File: config.mk
export PLATFORM = sky130hd
export DESIGN_NAME = ml_parallel_corrector
export DESIGN_NICKNAME = d
export VERILOG_FILES = /design/src/rtl/mlc_pkg.sv /design/src/rtl/ml_checksum_stage.sv /design/src/rtl/ml_majority_vote.sv /design/src/rtl/ml_correct_stage.sv /design/src/rtl/ml_parallel_corrector.sv
export SDC_FILE = /design/constraint.sdc
export NUM_CORES = 1
export LEC_CHECK = 0
export BUFFER_PORTS_ARGS = -buffer_cell sky130_fd_sc_hd__buf_2
export CORE_MARGIN = 2
export CORE_UTILIZATION = 59
export CTS_CLUSTER_DIAMETER = 100
export DETAILED_ROUTE_END_ITERATION = 7
export GPL_TIMING_DRIVEN = 0
export HOLD_SLACK_MARGIN = 0.03
export PLACE_DENSITY_LB_ADDON = 0.12
export SLEW_MARGIN = 15
export SYNTH_ARGS = -nofsm -noshare
export SYNTH_HDL_FRONTEND = slang
export SYNTH_SLANG_ARGS = --single-unit
File: constraint.sdc
create_clock -name clk -period 2.9 [get_ports clk]
set_input_delay 0.725 -clock clk [delete_from_list [all_inputs] [get_ports clk]]
set_output_delay 0.725 -clock clk [all_outputs]
set_load 0.005 [all_outputs]
File: src/rtl/mlc_pkg.sv
// Shared constants and tap helpers for the parallel majority-logic corrector.
// Assumes the (15,7) cyclic code with generator 1+x^4+x^6+x^7+x^8, whose
// dual code is spanned by the cyclic shifts of the parity set {0,1,3,7}.
package mlc_pkg;

    localparam int unsigned CW_LEN  = 15;
    localparam int unsigned MSG_LEN = 7;
    localparam int unsigned CHK_NUM = 4;
    localparam int unsigned CHK_OFS [CHK_NUM] = '{0, 1, 3, 7};

    // Mask of the bits summed by check c of the group that votes on bit b.
    function automatic logic [CW_LEN-1:0] chk_mask(input int unsigned b, input int unsigned c);
        logic [CW_LEN-1:0] m;
        m = '0;
        for (int unsigned t = 0; t < CHK_NUM; t++) begin
            m[(b + CW_LEN - CHK_OFS[c] + CHK_OFS[t]) % CW_LEN] = 1'b1;
        end
        return m;
    endfunction

endpackage

File: src/rtl/ml_checksum_stage.sv
// Stage one: forms the J orthogonal check sums for every bit position and
// registers them with the raw word. Data loads only on a valid cycle.
// Assumes the tap sets come from mlc_pkg::chk_mask.
module ml_checksum_stage #(
    parameter int unsigned N = mlc_pkg::CW_LEN,
    parameter int unsigned J = mlc_pkg::CHK_NUM
) (
    input  logic           clk,
    input  logic           rst_n,
    input  logic           in_valid,
    input  logic [N-1:0]   in_word,
    output logic           s1_valid,
    output logic [N-1:0]   s1_word,
    output logic [N*J-1:0] s1_sums
);
    localparam int unsigned NSUM = N * J;

    logic [NSUM-1:0] sums_comb;

    // One XOR reduction per (bit, check) pair.
    for (genvar b = 0; b < N; b++) begin : g_bit
        for (genvar c = 0; c < J; c++) begin : g_chk
            localparam logic [N-1:0] TAPS = mlc_pkg::chk_mask(b, c);
            assign sums_comb[b*J + c] = ^(in_word & TAPS);
        end
    end

    // Stage-one pipeline register with valid tracking.
    always_ff @(posedge clk) begin
        if (!rst_n) begin
            s1_valid <= 1'b0;
            s1_word  <= '0;
            s1_sums  <= '0;
        end else begin
            s1_valid <= in_valid;
            if (in_valid) begin
                s1_word <= in_word;
                s1_sums <= sums_comb;
            end
        end
    end

endmodule

File: src/rtl/ml_majority_vote.sv
// Combinational majority gates: bit b is flipped when more than half of its
// J check sums are one. Also ORs all sums into a word-level error flag.
// Assumes sums are grouped J per bit, bit 0 lowest.
module ml_majority_vote #(
    parameter int unsigned N = mlc_pkg::CW_LEN,
    parameter int unsigned J = mlc_pkg::CHK_NUM
) (
    input  logic [N*J-1:0] sums,
    output logic [N-1:0]   flip,
    output logic           any_err
);
    localparam int unsigned CNT_W  = $clog2(J + 1);
    localparam int unsigned THRESH = J / 2 + 1;

    for (genvar b = 0; b < N; b++) begin : g_vote
        logic [CNT_W-1:0] ones;
        // Count ones among this bit's check sums and compare with the threshold.
        always_comb begin
            ones = '0;
            for (int unsigned t = 0; t < J; t++) begin
                ones = ones + CNT_W'(sums[b*J + t]);
            end
            flip[b] = (ones >= CNT_W'(THRESH));
        end
    end

    // Any nonzero check sum marks a word outside the code.
    assign any_err = |sums;

endmodule

File: src/rtl/ml_correct_stage.sv
// Stage two: applies the majority decisions to the stored word and registers
// the result with the error flag. Holds its data when no word is present.
module ml_correct_stage #(
    parameter int unsigned N = mlc_pkg::CW_LEN
) (
    input  logic         clk,
    input  logic         rst_n,
    input  logic         s1_valid,
    input  logic [N-1:0] s1_word,
    input  logic [N-1:0] flip,
    input  logic         any_err,
    output logic         out_valid,
    output logic [N-1:0] out_word,
    output logic         out_err
);
    // Output register: corrected word and flag load on a valid stage-one entry.
    always_ff @(posedge clk) begin
        if (!rst_n) begin
            out_valid <= 1'b0;
            out_word  <= '0;
            out_err   <= 1'b0;
        end else begin
            out_valid <= s1_valid;
            if (s1_valid) begin
                out_word <= s1_word ^ flip;
                out_err  <= any_err;
            end
        end
    end

endmodule

File: src/rtl/ml_parallel_corrector.sv
// Top: two-stage parallel one-step majority-logic corrector for the (15,7)
// cyclic code. Fixed two-cycle latency, one word per cycle, no backpressure.
module ml_parallel_corrector (
    input  logic        clk,
    input  logic        rst_n,
    input  logic        in_valid,
    input  logic [14:0] in_word,
    output logic        out_valid,
    output logic [14:0] out_word,
    output logic        out_err
);
    localparam int unsigned N = mlc_pkg::CW_LEN;
    localparam int unsigned J = mlc_pkg::CHK_NUM;

    logic           s1_valid;
    logic [N-1:0]   s1_word;
    logic [N*J-1:0] s1_sums;
    logic [N-1:0]   flip;
    logic           any_err;

    ml_checksum_stage #(.N(N), .J(J)) u_sums (
        .clk      (clk),
        .rst_n    (rst_n),
        .in_valid (in_valid),
        .in_word  (in_word),
        .s1_valid (s1_valid),
        .s1_word  (s1_word),
        .s1_sums  (s1_sums)
    );

    ml_majority_vote #(.N(N), .J(J)) u_vote (
        .sums    (s1_sums),
        .flip    (flip),
        .any_err (any_err)
    );

    ml_correct_stage #(.N(N)) u_fix (
        .clk       (clk),
        .rst_n     (rst_n),
        .s1_valid  (s1_valid),
        .s1_word   (s1_word),
        .flip      (flip),
        .any_err   (any_err),
        .out_valid (out_valid),
        .out_word  (out_word),
        .out_err   (out_err)
    );

endmodule

==> flow_metrics.tcl, run 1 <==
set metrics [dict create \
    yosysSeqAreaShare 0.269 \
    worstHoldEndpoint "u_fix.out_err" \
    dieHeight_um 81.8 \
    clock_latency_ns 0.31 \
    routedWlPerCell_um 16.0 \
    power.share.clock 0.261 \
    dr.pass1.iters 4 \
    crit_chain "inv_1, ha_1, inv_1, fa_1, inv_1, ha_1, nor2b_1, or3_1, a32o_1" \
    max_slew_margin 0.742 \
    r2r_cells 9 \
    vias_per_cell 5.34 \
    multi_input_area_um2 2270 \
    drc 0 \
    synth_edf_count 0 \
    numPortBuffers 18 \
    hold_start "u_fix.out_err" \
    power_switching_mw 0.585 \
    die_w_um 81.8 \
    rows 28 \
    cts_tree "done" \
    ctsHoldBuffers 0 \
    synth_nets 453 \
    worstMarginPinSlew_ns 0.386 \
    grt_use_total 0.247 \
    swShare 0.335 \
    setup-tns-final_ns 0 \
    hpwlAfterDp_mm 6.12 \
    cp_slowest_cell "dfxtp_1" \
    clock_path_buffers 2 \
    vias 2542 \
    gr-usage-met1 0.341 \
    start_util 0.607 \
    power_mw 1.74 \
    drt-initial-drc-count 116 \
    drive_gt1_frac 0.145 \
    place_ws_ns 0.445 \
    wirelength_mm 7.60 \
    grt_overflow 0 \
    gp_congestion 0.964 \
    syn_inst 375 \
    critPathCaptureType "flip-flop" \
    final-hold-violation-count 0 \
    worstPathRequired_ns 3.11 \
    crit_family "adder cells" \
    grt_pass1_vias 2384 \
    slowest_delay_ns 0.48 \
    final_cells 476 \
    yosys_warnings 0 \
    critPathLaunchType "flip-flop" \
    ys_ff_latch 48 \
    max_freq_ghz 0.403 \
    reg2reg_from "u_sums.s1_sums[43]" \
    arrival_ns 2.69 \
    io_pins 35 \
    post-cts-setup-buffers 0 \
    cap_violations 0 \
    p_seq_frac 0.437 \
    cts_made_buffers 5 \
    worst_slack_ns 0.419 \
    syn_to_final_growth_pct 7.95 \
    cellLeakagePower_nw 1.84 \
    final_nets 478 \
    whs_ns 0.525 \
    fill_cells 505 \
    drv_slew 0 \
    grt_pass1_wl_mm 12.1 \
    synthFlopType "dfxtp_1" \
    place_area_um2 3760 \
    worst-path-buf-inv 3 \
    cp_common_cell "inv_1" \
    ctsResizeCount 0 \
    grt_util_met3 0.0264 \
    skew_ns 0.00328 \
    powerDensity_nw_per_um2 452 \
    setup_viol 0 \
    fin_util 0.655 \
    internal-power_mw 1.16 \
    path_max_fanout 5 \
    diodes 0 \
    mostFrequentLayoutCells "48 x dfxtp_1, 45 x inv_1, 45 x xnor2_1, 45 x ha_1, 40 x buf_2" \
    htreeDepth 2 \
    vdd_drop_max_v 0.000262 \
    min_delay_path_depth 2 \
    rsz0062_at_grt "no" \
    crit_type "reg2reg" \
    hp-class "reg2reg" \
    gr-usage-met2 0.409 \
    timing.rr.end "u_fix.out_word[3]" \
    seqCellArea_um2 961 \
    netlist_area_um2 3570 \
    stdcell_area_um2 3860 \
    core_area_um2 5890 \
    ys_types 27 \
    cts_root_buf "clkbuf_8" \
    layout_commonest_cell "dfxtp_1" \
    reg2reg_slack_ns 0.42 \
    grt_max_degree 17 \
    timing.final.crit_share 0.856 \
    antenna_found_initial 0 \
    syn_area_per_cell_um2 9.53 \
    pwr-share-comb 0.302 \
    clkSlewWorstSetupHoldPaths_ns 0.10 \
    place_inst 468 \
    status "finished clean" \
    synthArstFlopShare 0 \
    clock_sinks 48 \
    grt_most_used_layer "met2" \
    fin_crit_ns 2.48 \
    dieArea_um2 6690 \
    postRouteAntennaNets 0 \
]
==> layer usage <==
metal | up-vias | part of all wire
li1 | 1284 | -
met1 | 1205 | 0.48
met2 | 46 | 0.47
met3 | 7 | 0.031
met4 | 0 | 0.012
met5 | - | 0
==> area by class of cell <==
type	count	area share
clock buffer	6	0.0214
clock inverter	2	0.00454
multi-input combinational	254	0.590
sequential	48	0.249
tap	75	0.0243
inverter	45	0.0438
buffer	28	0.0435
timing repair buffer	18	0.0234
==> cell families after synthesis <==
kind of cell | count (synthesis) | synth area share
AND/OR/NAND/NOR | 72 | 0.135
multiplexers | 15 | 0.0420
adder cells (fa/ha/maj) | 60 | 0.242
XOR/XNOR | 45 | 0.110
buffers and inverters | 73 | 0.0942
AO/OA/AOI/OAI | 62 | 0.108
flip-flops | 48 | 0.269
==> worst register-to-register path, stage by stage, from the launching register on <==
cell	delay (ns)
dfxtp_1	0.48
inv_1	0.20
ha_1	0.33
inv_1	0.05
fa_1	0.36
inv_1	0.07
ha_1	0.21
nor2b_1	0.13
or3_1	0.30
a32o_1	0.25
==> synthesized netlist by cell type (2+ instances only) <==
cell type / count / area [um2]
dfxtp_1: 48 / 961
a32o_1: 15 / 150
o21ai_0: 30 / 150
or3_1: 15 / 93.8
ha_1: 45 / 563
nand4_1: 2 / 12.5
buf_2: 22 / 110
inv_1: 45 / 169
a21oi_1: 16 / 80.1
fa_1: 15 / 300
nor4_1: 3 / 18.8
nor4b_1: 2 / 17.5
clkbuf_1: 2 / 7.51
nor2b_1: 39 / 244
buf_6: 2 / 22.5
xnor2_1: 45 / 394
mux2i_1: 15 / 150
and2b_4: 5 / 50.1
==> worst max-delay path by stage <==
stage	from	end	cells past startpoint
CTS	u_sums.s1_sums[43]	u_fix.out_word[3]	9
global route	u_sums.s1_sums[31]	u_fix.out_word[0]	9
detailed placement	u_sums.s1_sums[43]	u_fix.out_word[3]	9
global placement	u_sums.s1_sums[43]	u_fix.out_word[3]	9
finish	u_sums.s1_sums[43]	u_fix.out_word[3]	9
floorplan	u_sums.s1_sums[53]	u_fix.out_word[13]	9
==> power by group through the flow <==
stage	Clock [mW]	Sequential, mW	Combinational (mW)
2_1_floorplan	0	0.756	0.409
3_3_place_gp	0	0.775	0.513
3_5_place_dp	0	0.776	0.529
4_1_cts	0.463	0.761	0.532
5_1_grt	0.484	0.769	0.611
6_report	0.455	0.762	0.527
==> registers in the layout, indices dropped and copies added, names as in the netlist <==
| register | count |
|---|---|
| u_fix.out_err | 1 |
| u_fix.out_valid | 1 |
| u_fix.out_word | 15 |
| u_sums.s1_sums | 15 |
| u_sums.s1_valid | 1 |
| u_sums.s1_word | 15 |
Power figures use the tool's default switching activity.
==> run 2: changes to the inputs <==
CORE_ASPECT_RATIO = 0.9   (was not set)
CTS_CLUSTER_DIAMETER = not set   (was 100)
==> flow_metrics.tcl, run 2 (synthesized netlist as in run 1, its figures left out) <==
set metrics [dict create \
    core_area_um2 5760 \
    numPortBuffers 18 \
    crit_type "reg2reg" \
    powerDensity_nw_per_um2 470 \
    power.share.clock 0.289 \
    crit_end "u_fix.out_word[3]" \
    post-cts-setup-buffers 0 \
    final_cells 471 \
    rows 26 \
    cellLeakagePower_nw 1.85 \
    hp-class "reg2reg" \
    r2r_cells 9 \
    vias_per_cell 5.48 \
    max_slew_margin 0.736 \
    place_inst 463 \
    ctsResizeCount 0 \
    clock_path_buffers 2 \
    timing.rr.end "u_fix.out_word[3]" \
    power_switching_mw 0.579 \
    io_pins 35 \
    crit_chain "inv_1, ha_1, inv_1, fa_1, inv_1, ha_1, nor2b_1, or3_1, a32o_1" \
    die_w_um 86.0 \
    crit_start "u_sums.s1_sums[43]" \
    setup-tns-final_ns 0 \
    swShare 0.318 \
    drive_gt1_frac 0.145 \
    routedWlPerCell_um 16.4 \
    clock_latency_ns 0.32 \
    drv_slew 0 \
    clkSlewWorstSetupHoldPaths_ns 0.09 \
    timing.final.crit_share 0.844 \
    drc 0 \
    cts_root_buf "clkbuf_8" \
    whs_ns 0.548 \
    reg2reg_from "u_sums.s1_sums[43]" \
    reg2reg_slack_ns 0.45 \
    worstPathRequired_ns 3.12 \
    mostFrequentLayoutCells "48 x dfxtp_1, 45 x inv_1, 45 x xnor2_1, 45 x ha_1, 40 x buf_2" \
    pwr-share-comb 0.291 \
    slowest_delay_ns 0.47 \
    diodes 0 \
    syn_to_final_growth_pct 8.37 \
    critPathLaunchType "flip-flop" \
    grt_use_total 0.248 \
    max_freq_ghz 0.409 \
    cts_tree "done" \
    critPathCaptureType "flip-flop" \
    p_seq_frac 0.419 \
    cp_slowest_cell "dfxtp_1" \
    arrival_ns 2.66 \
    ctsHoldBuffers 0 \
    grt_max_degree 16 \
    fill_cells 483 \
    vias 2582 \
    postRouteAntennaNets 0 \
    setup_viol 0 \
    cts_made_buffers 5 \
    antenna_found_initial 0 \
    reg_top3 "u_fix.out_word: 15 flops, u_sums.s1_sums: 15 flops, u_sums.s1_word: 15 flops" \
    vdd_drop_max_v 0.000299 \
    start_util 0.620 \
    power_mw 1.82 \
    htreeDepth 2 \
    status "finished clean" \
    skew_ns 0.0118 \
    final_nets 478 \
    grt_pass1_wl_mm 12.7 \
    drt-initial-drc-count 171 \
    wirelength_mm 7.70 \
    dr.pass1.iters 4 \
    dieArea_um2 6690 \
    path_max_fanout 5 \
    dieHeight_um 77.8 \
    worstMarginPinSlew_ns 0.393 \
    rsz0062_at_grt "no" \
    cp_common_cell "inv_1" \
    hpwlAfterDp_mm 6.05 \
    clock_sinks 48 \
    layout_commonest_cell "dfxtp_1" \
    fin_crit_ns 2.45 \
    final-hold-violation-count 0 \
    cap_violations 0 \
    grt_overflow 0 \
    grt_pass1_vias 2514 \
    internal-power_mw 1.24 \
    gp_congestion 1.06 \
]
-- run 2: worst min path at each step --
stage                      startpoint                 to  slack [ns]  depth (start not counted)
finish                  u_fix.out_err      u_fix.out_err        0.55                          2
global route            u_fix.out_err      u_fix.out_err        0.56                          2
CTS                     u_fix.out_err      u_fix.out_err        0.53                          2
detailed placement      u_fix.out_err      u_fix.out_err        0.52                          2
global placement        u_fix.out_err      u_fix.out_err        0.51                          2
floorplan           u_sums.s1_word[0]  u_sums.s1_word[0]        0.49                          2
-- run 2: cell type report --
class | count | area (um2) | share of cell area
well taps | 70 | 87.6 | 0.0226
clock buffers | 6 | 82.6 | 0.0213
multi-input cells | 254 | 2270 | 0.588
clock inverters | 2 | 38.8 | 0.0100
inverters | 45 | 169 | 0.0436
flip-flops and latches | 48 | 961 | 0.248
plain buffers | 28 | 168 | 0.0433
repair buffers | 18 | 90.1 | 0.0233
-- run 2: power groups by stage --
stage | Combinational, mW | Sequential [mW] | Clock (mW)
after floorplan | 0.409 | 0.756 | 0
after global placement | 0.511 | 0.775 | 0
after detailed placement | 0.524 | 0.777 | 0
after CTS | 0.534 | 0.762 | 0.539
after global routing | 0.608 | 0.771 | 0.558
final | 0.530 | 0.763 | 0.527
-- run 2: worst max-delay path: cells and delay by family, from the launching register on --
kind,cells,cell delay (ns)
fa+ha+maj,3,0.89
flops,1,0.47
simple gates,2,0.43
buf+inv,3,0.31
compound gates,1,0.25
-- run 2: per-stage QoR --
stage | cell area [um2] | worst slack (ns) | util
after floorplan | 3570 | 0.723 | -
after global placement | 3750 | 0.498 | 0.651
after detailed placement | 3750 | 0.489 | 0.651
after CTS | 3870 | 0.447 | 0.672
after global routing | 3870 | 0.302 | 0.672
final | 3870 | 0.453 | 0.672
-- run 2: per-layer routing --
layer	routed length [um]	up-vias	track usage
li1	-	1294	-
met1	3500	1210	0.333
met2	3550	64	0.390
met3	488	14	0.0606
met4	158	0	0.0841
met5	0	-	0
==> run 3: changes to the inputs <==
ABC_AREA = 1   (was not set)
clock period = 2.3 ns   (was 2.9 ns; I/O delays follow)
==> flow_metrics.tcl, run 3 <==
set metrics [dict create \
    grt_max_degree 16 \
    final_nets 669 \
    rsz0062_at_grt "yes" \
    cts_tree "done" \
    yosysMostFrequentCell "nand2_1" \
    fill_cells 588 \
    worstMarginPinSlew_ns 0.335 \
    vias_per_cell 5.03 \
    clock_latency_ns 0.31 \
    hp-class "reg2reg" \
    dr.pass1.iters 5 \
    synthAdderAreaFrac 0.226 \
    yosys.area_share.simple 0.240 \
    hpwlAfterDp_mm 7.78 \
    critPathLaunchType "flip-flop" \
    timing.final.crit_share 0.941 \
    netlist_area_um2 3810 \
    power_mw 2.21 \
    post-cts-setup-buffers 0 \
    ys_types 20 \
    final-hold-violation-count 0 \
    synth_area_leader_cell "dfxtp_1" \
    synth_top_area_frac 0.252 \
    slowest_delay_ns 0.41 \
    cp_slowest_cell "dfxtp_1" \
    htreeDepth 2 \
    arrival_ns 2.37 \
    max_freq_ghz 0.462 \
    skew_ns 0.00412 \
    syn_inst 557 \
    whs_ns 0.515 \
    syn_to_final_growth_pct 9.68 \
    vdd_drop_max_v 0.000316 \
    synthFlopType "dfxtp_1" \
    drv_slew 0 \
    cts_made_buffers 5 \
    io_pins 35 \
    ctsHoldBuffers 0 \
    fin_crit_ns 2.16 \
    mostFrequentLayoutCells "145 x nand2_1, 91 x inv_1, 66 x nor2_1" \
    yosys_warnings 0 \
    ctsResizeCount 0 \
    diodes 0 \
    synth_compound_area_frac 0.111 \
    postRouteAntennaNets 0 \
    clock_path_buffers 2 \
    synth_top_family_by_area "simple AND/OR/NAND/NOR gates" \
    layout_commonest_cell "nand2_1" \
    core_area_um2 6180 \
    critPathCaptureType "flip-flop" \
    rows 27 \
    yosys-top-cells-count "145 x nand2_1, 98 x inv_1, 66 x nor2_1, 48 x dfxtp_1, 45 x ha_1" \
    start_util 0.617 \
    synth.area.mux_share 0 \
    die_w_um 88.7 \
    cellLeakagePower_nw 2.43 \
    routedWlPerCell_um 14.2 \
    clkSlewWorstSetupHoldPaths_ns 0.09 \
    path_max_fanout 5 \
    grt_use_total 0.295 \
    reg_top3 "u_fix.out_word: 15 flops, u_sums.s1_sums: 15 flops, u_sums.s1_word: 15 flops" \
    place_inst 671 \
    crit_family "adder cells" \
    worst-path-buf-inv 3 \
    numPortBuffers 27 \
    syn_area_per_cell_um2 6.85 \
    dieHeight_um 80.3 \
    powerDensity_nw_per_um2 529 \
    max_slew_margin 0.776 \
    synthArstFlopShare 0 \
    vias 3417 \
    synth_xor_area_frac 0.0322 \
    clock_sinks 48 \
    wirelength_mm 9.64 \
    drt-initial-drc-count 197 \
    status "finished clean" \
    drc 0 \
    dieArea_um2 7120 \
    gp_congestion 0.924 \
    cap_violations 0 \
    synth_edf_count 0 \
    grt_pass1_wl_mm 15.7 \
    setup_viol 0 \
    antenna_found_initial 0 \
    final_cells 679 \
    drive_gt1_frac 0.144 \
    worstPathRequired_ns 2.51 \
    cts_root_buf "clkbuf_8" \
    synthTopCellsByArea "dfxtp_1 25%, ha_1 15%, nand2_1 14%, inv_1 9.6%, fa_1 7.9%" \
    crit_chain "inv_1, ha_1, inv_1, fa_1, inv_1, ha_1, a21oi_1, nor2_1, nor2_1, nor2_1" \
    grt_pass1_vias 3116 \
    grt_overflow 0 \
    synth_nets 635 \
    ys_ff_latch 48 \
    crit_type "reg2reg" \
    yosysSeqAreaShare 0.252 \
]
[run 3: metrics by stage]
stage	instance area (um2)	setup slack, ns	util	TNS (ns)
global placement	4060	0.0828	0.656	0
finish	4180	0.136	0.677	0
global route	4180	-0.0473	0.677	-0.100
CTS	4160	0.0354	0.672	0
floorplan	3810	0.422	-	0
detailed placement	4060	0.0652	0.656	0
[run 3: path summary, 6_finish.rpt]
path / start / endpoint / slack (ns) / depth (start not counted)
max: u_sums.s1_sums[39] / u_fix.out_word[3] / 0.14 / 10
min: u_fix.out_word[4] / u_fix.out_word[4] / 0.52 / 2
max reg2reg: u_sums.s1_sums[39] / u_fix.out_word[3] / 0.14 / 10
min reg2reg: u_fix.out_word[4] / u_fix.out_word[4] / 0.52 / 2
[run 3: layer usage]
| metal | track usage | vias to the layer above | wire length (um) |
|---|---|---|---|
| met1 | 0.409 | 1557 | 4460 |
| met2 | 0.490 | 86 | 4570 |
| met5 | 0 | - | 0 |
| li1 | - | 1760 | - |
| met3 | 0.0349 | 14 | 466 |
| met4 | 0.0636 | 0 | 148 |
[run 3: worst reg2reg max path, delay by kind of cell, from the launching register on]
family	cells	cell delay, ns
flip-flops	1	0.41
AO/OA/AOI/OAI	1	0.24
adder cells (fa/ha/maj)	3	0.91
AND/OR/NAND/NOR	3	0.20
buffers and inverters	3	0.30
[run 3: report_power, final]
group / total (mW) / internal, mW / leakage (nW) / switching (mW)
Combinational: 0.717 / 0.268 / 1.99 / 0.449
Clock: 0.543 / 0.244 / 0.0434 / 0.299
Sequential: 0.953 / 0.893 / 0.398 / 0.0601
Total: 2.21 / 1.41 / 2.43 / 0.808
[run 3: logic make-up after synthesis]
family                   count (synthesis)
adder cells (fa/ha/maj)                 60
XOR/XNOR                                14
flip-flops                              48
AND/OR/NAND/NOR                        235
buffers and inverters                  123
AO/OA/AOI/OAI                           77
[run 3: cell type report]
class,count,area (um2),share of cell area
clock inverters,2,15.0,0.00359
multi-input cells,386,2350,0.561
well taps,87,109,0.0260
clock buffers,6,82.6,0.0197
repair buffers,27,135,0.0323
plain buffers,19,138,0.0329
inverters,104,393,0.0939
flip-flops and latches,48,962,0.230
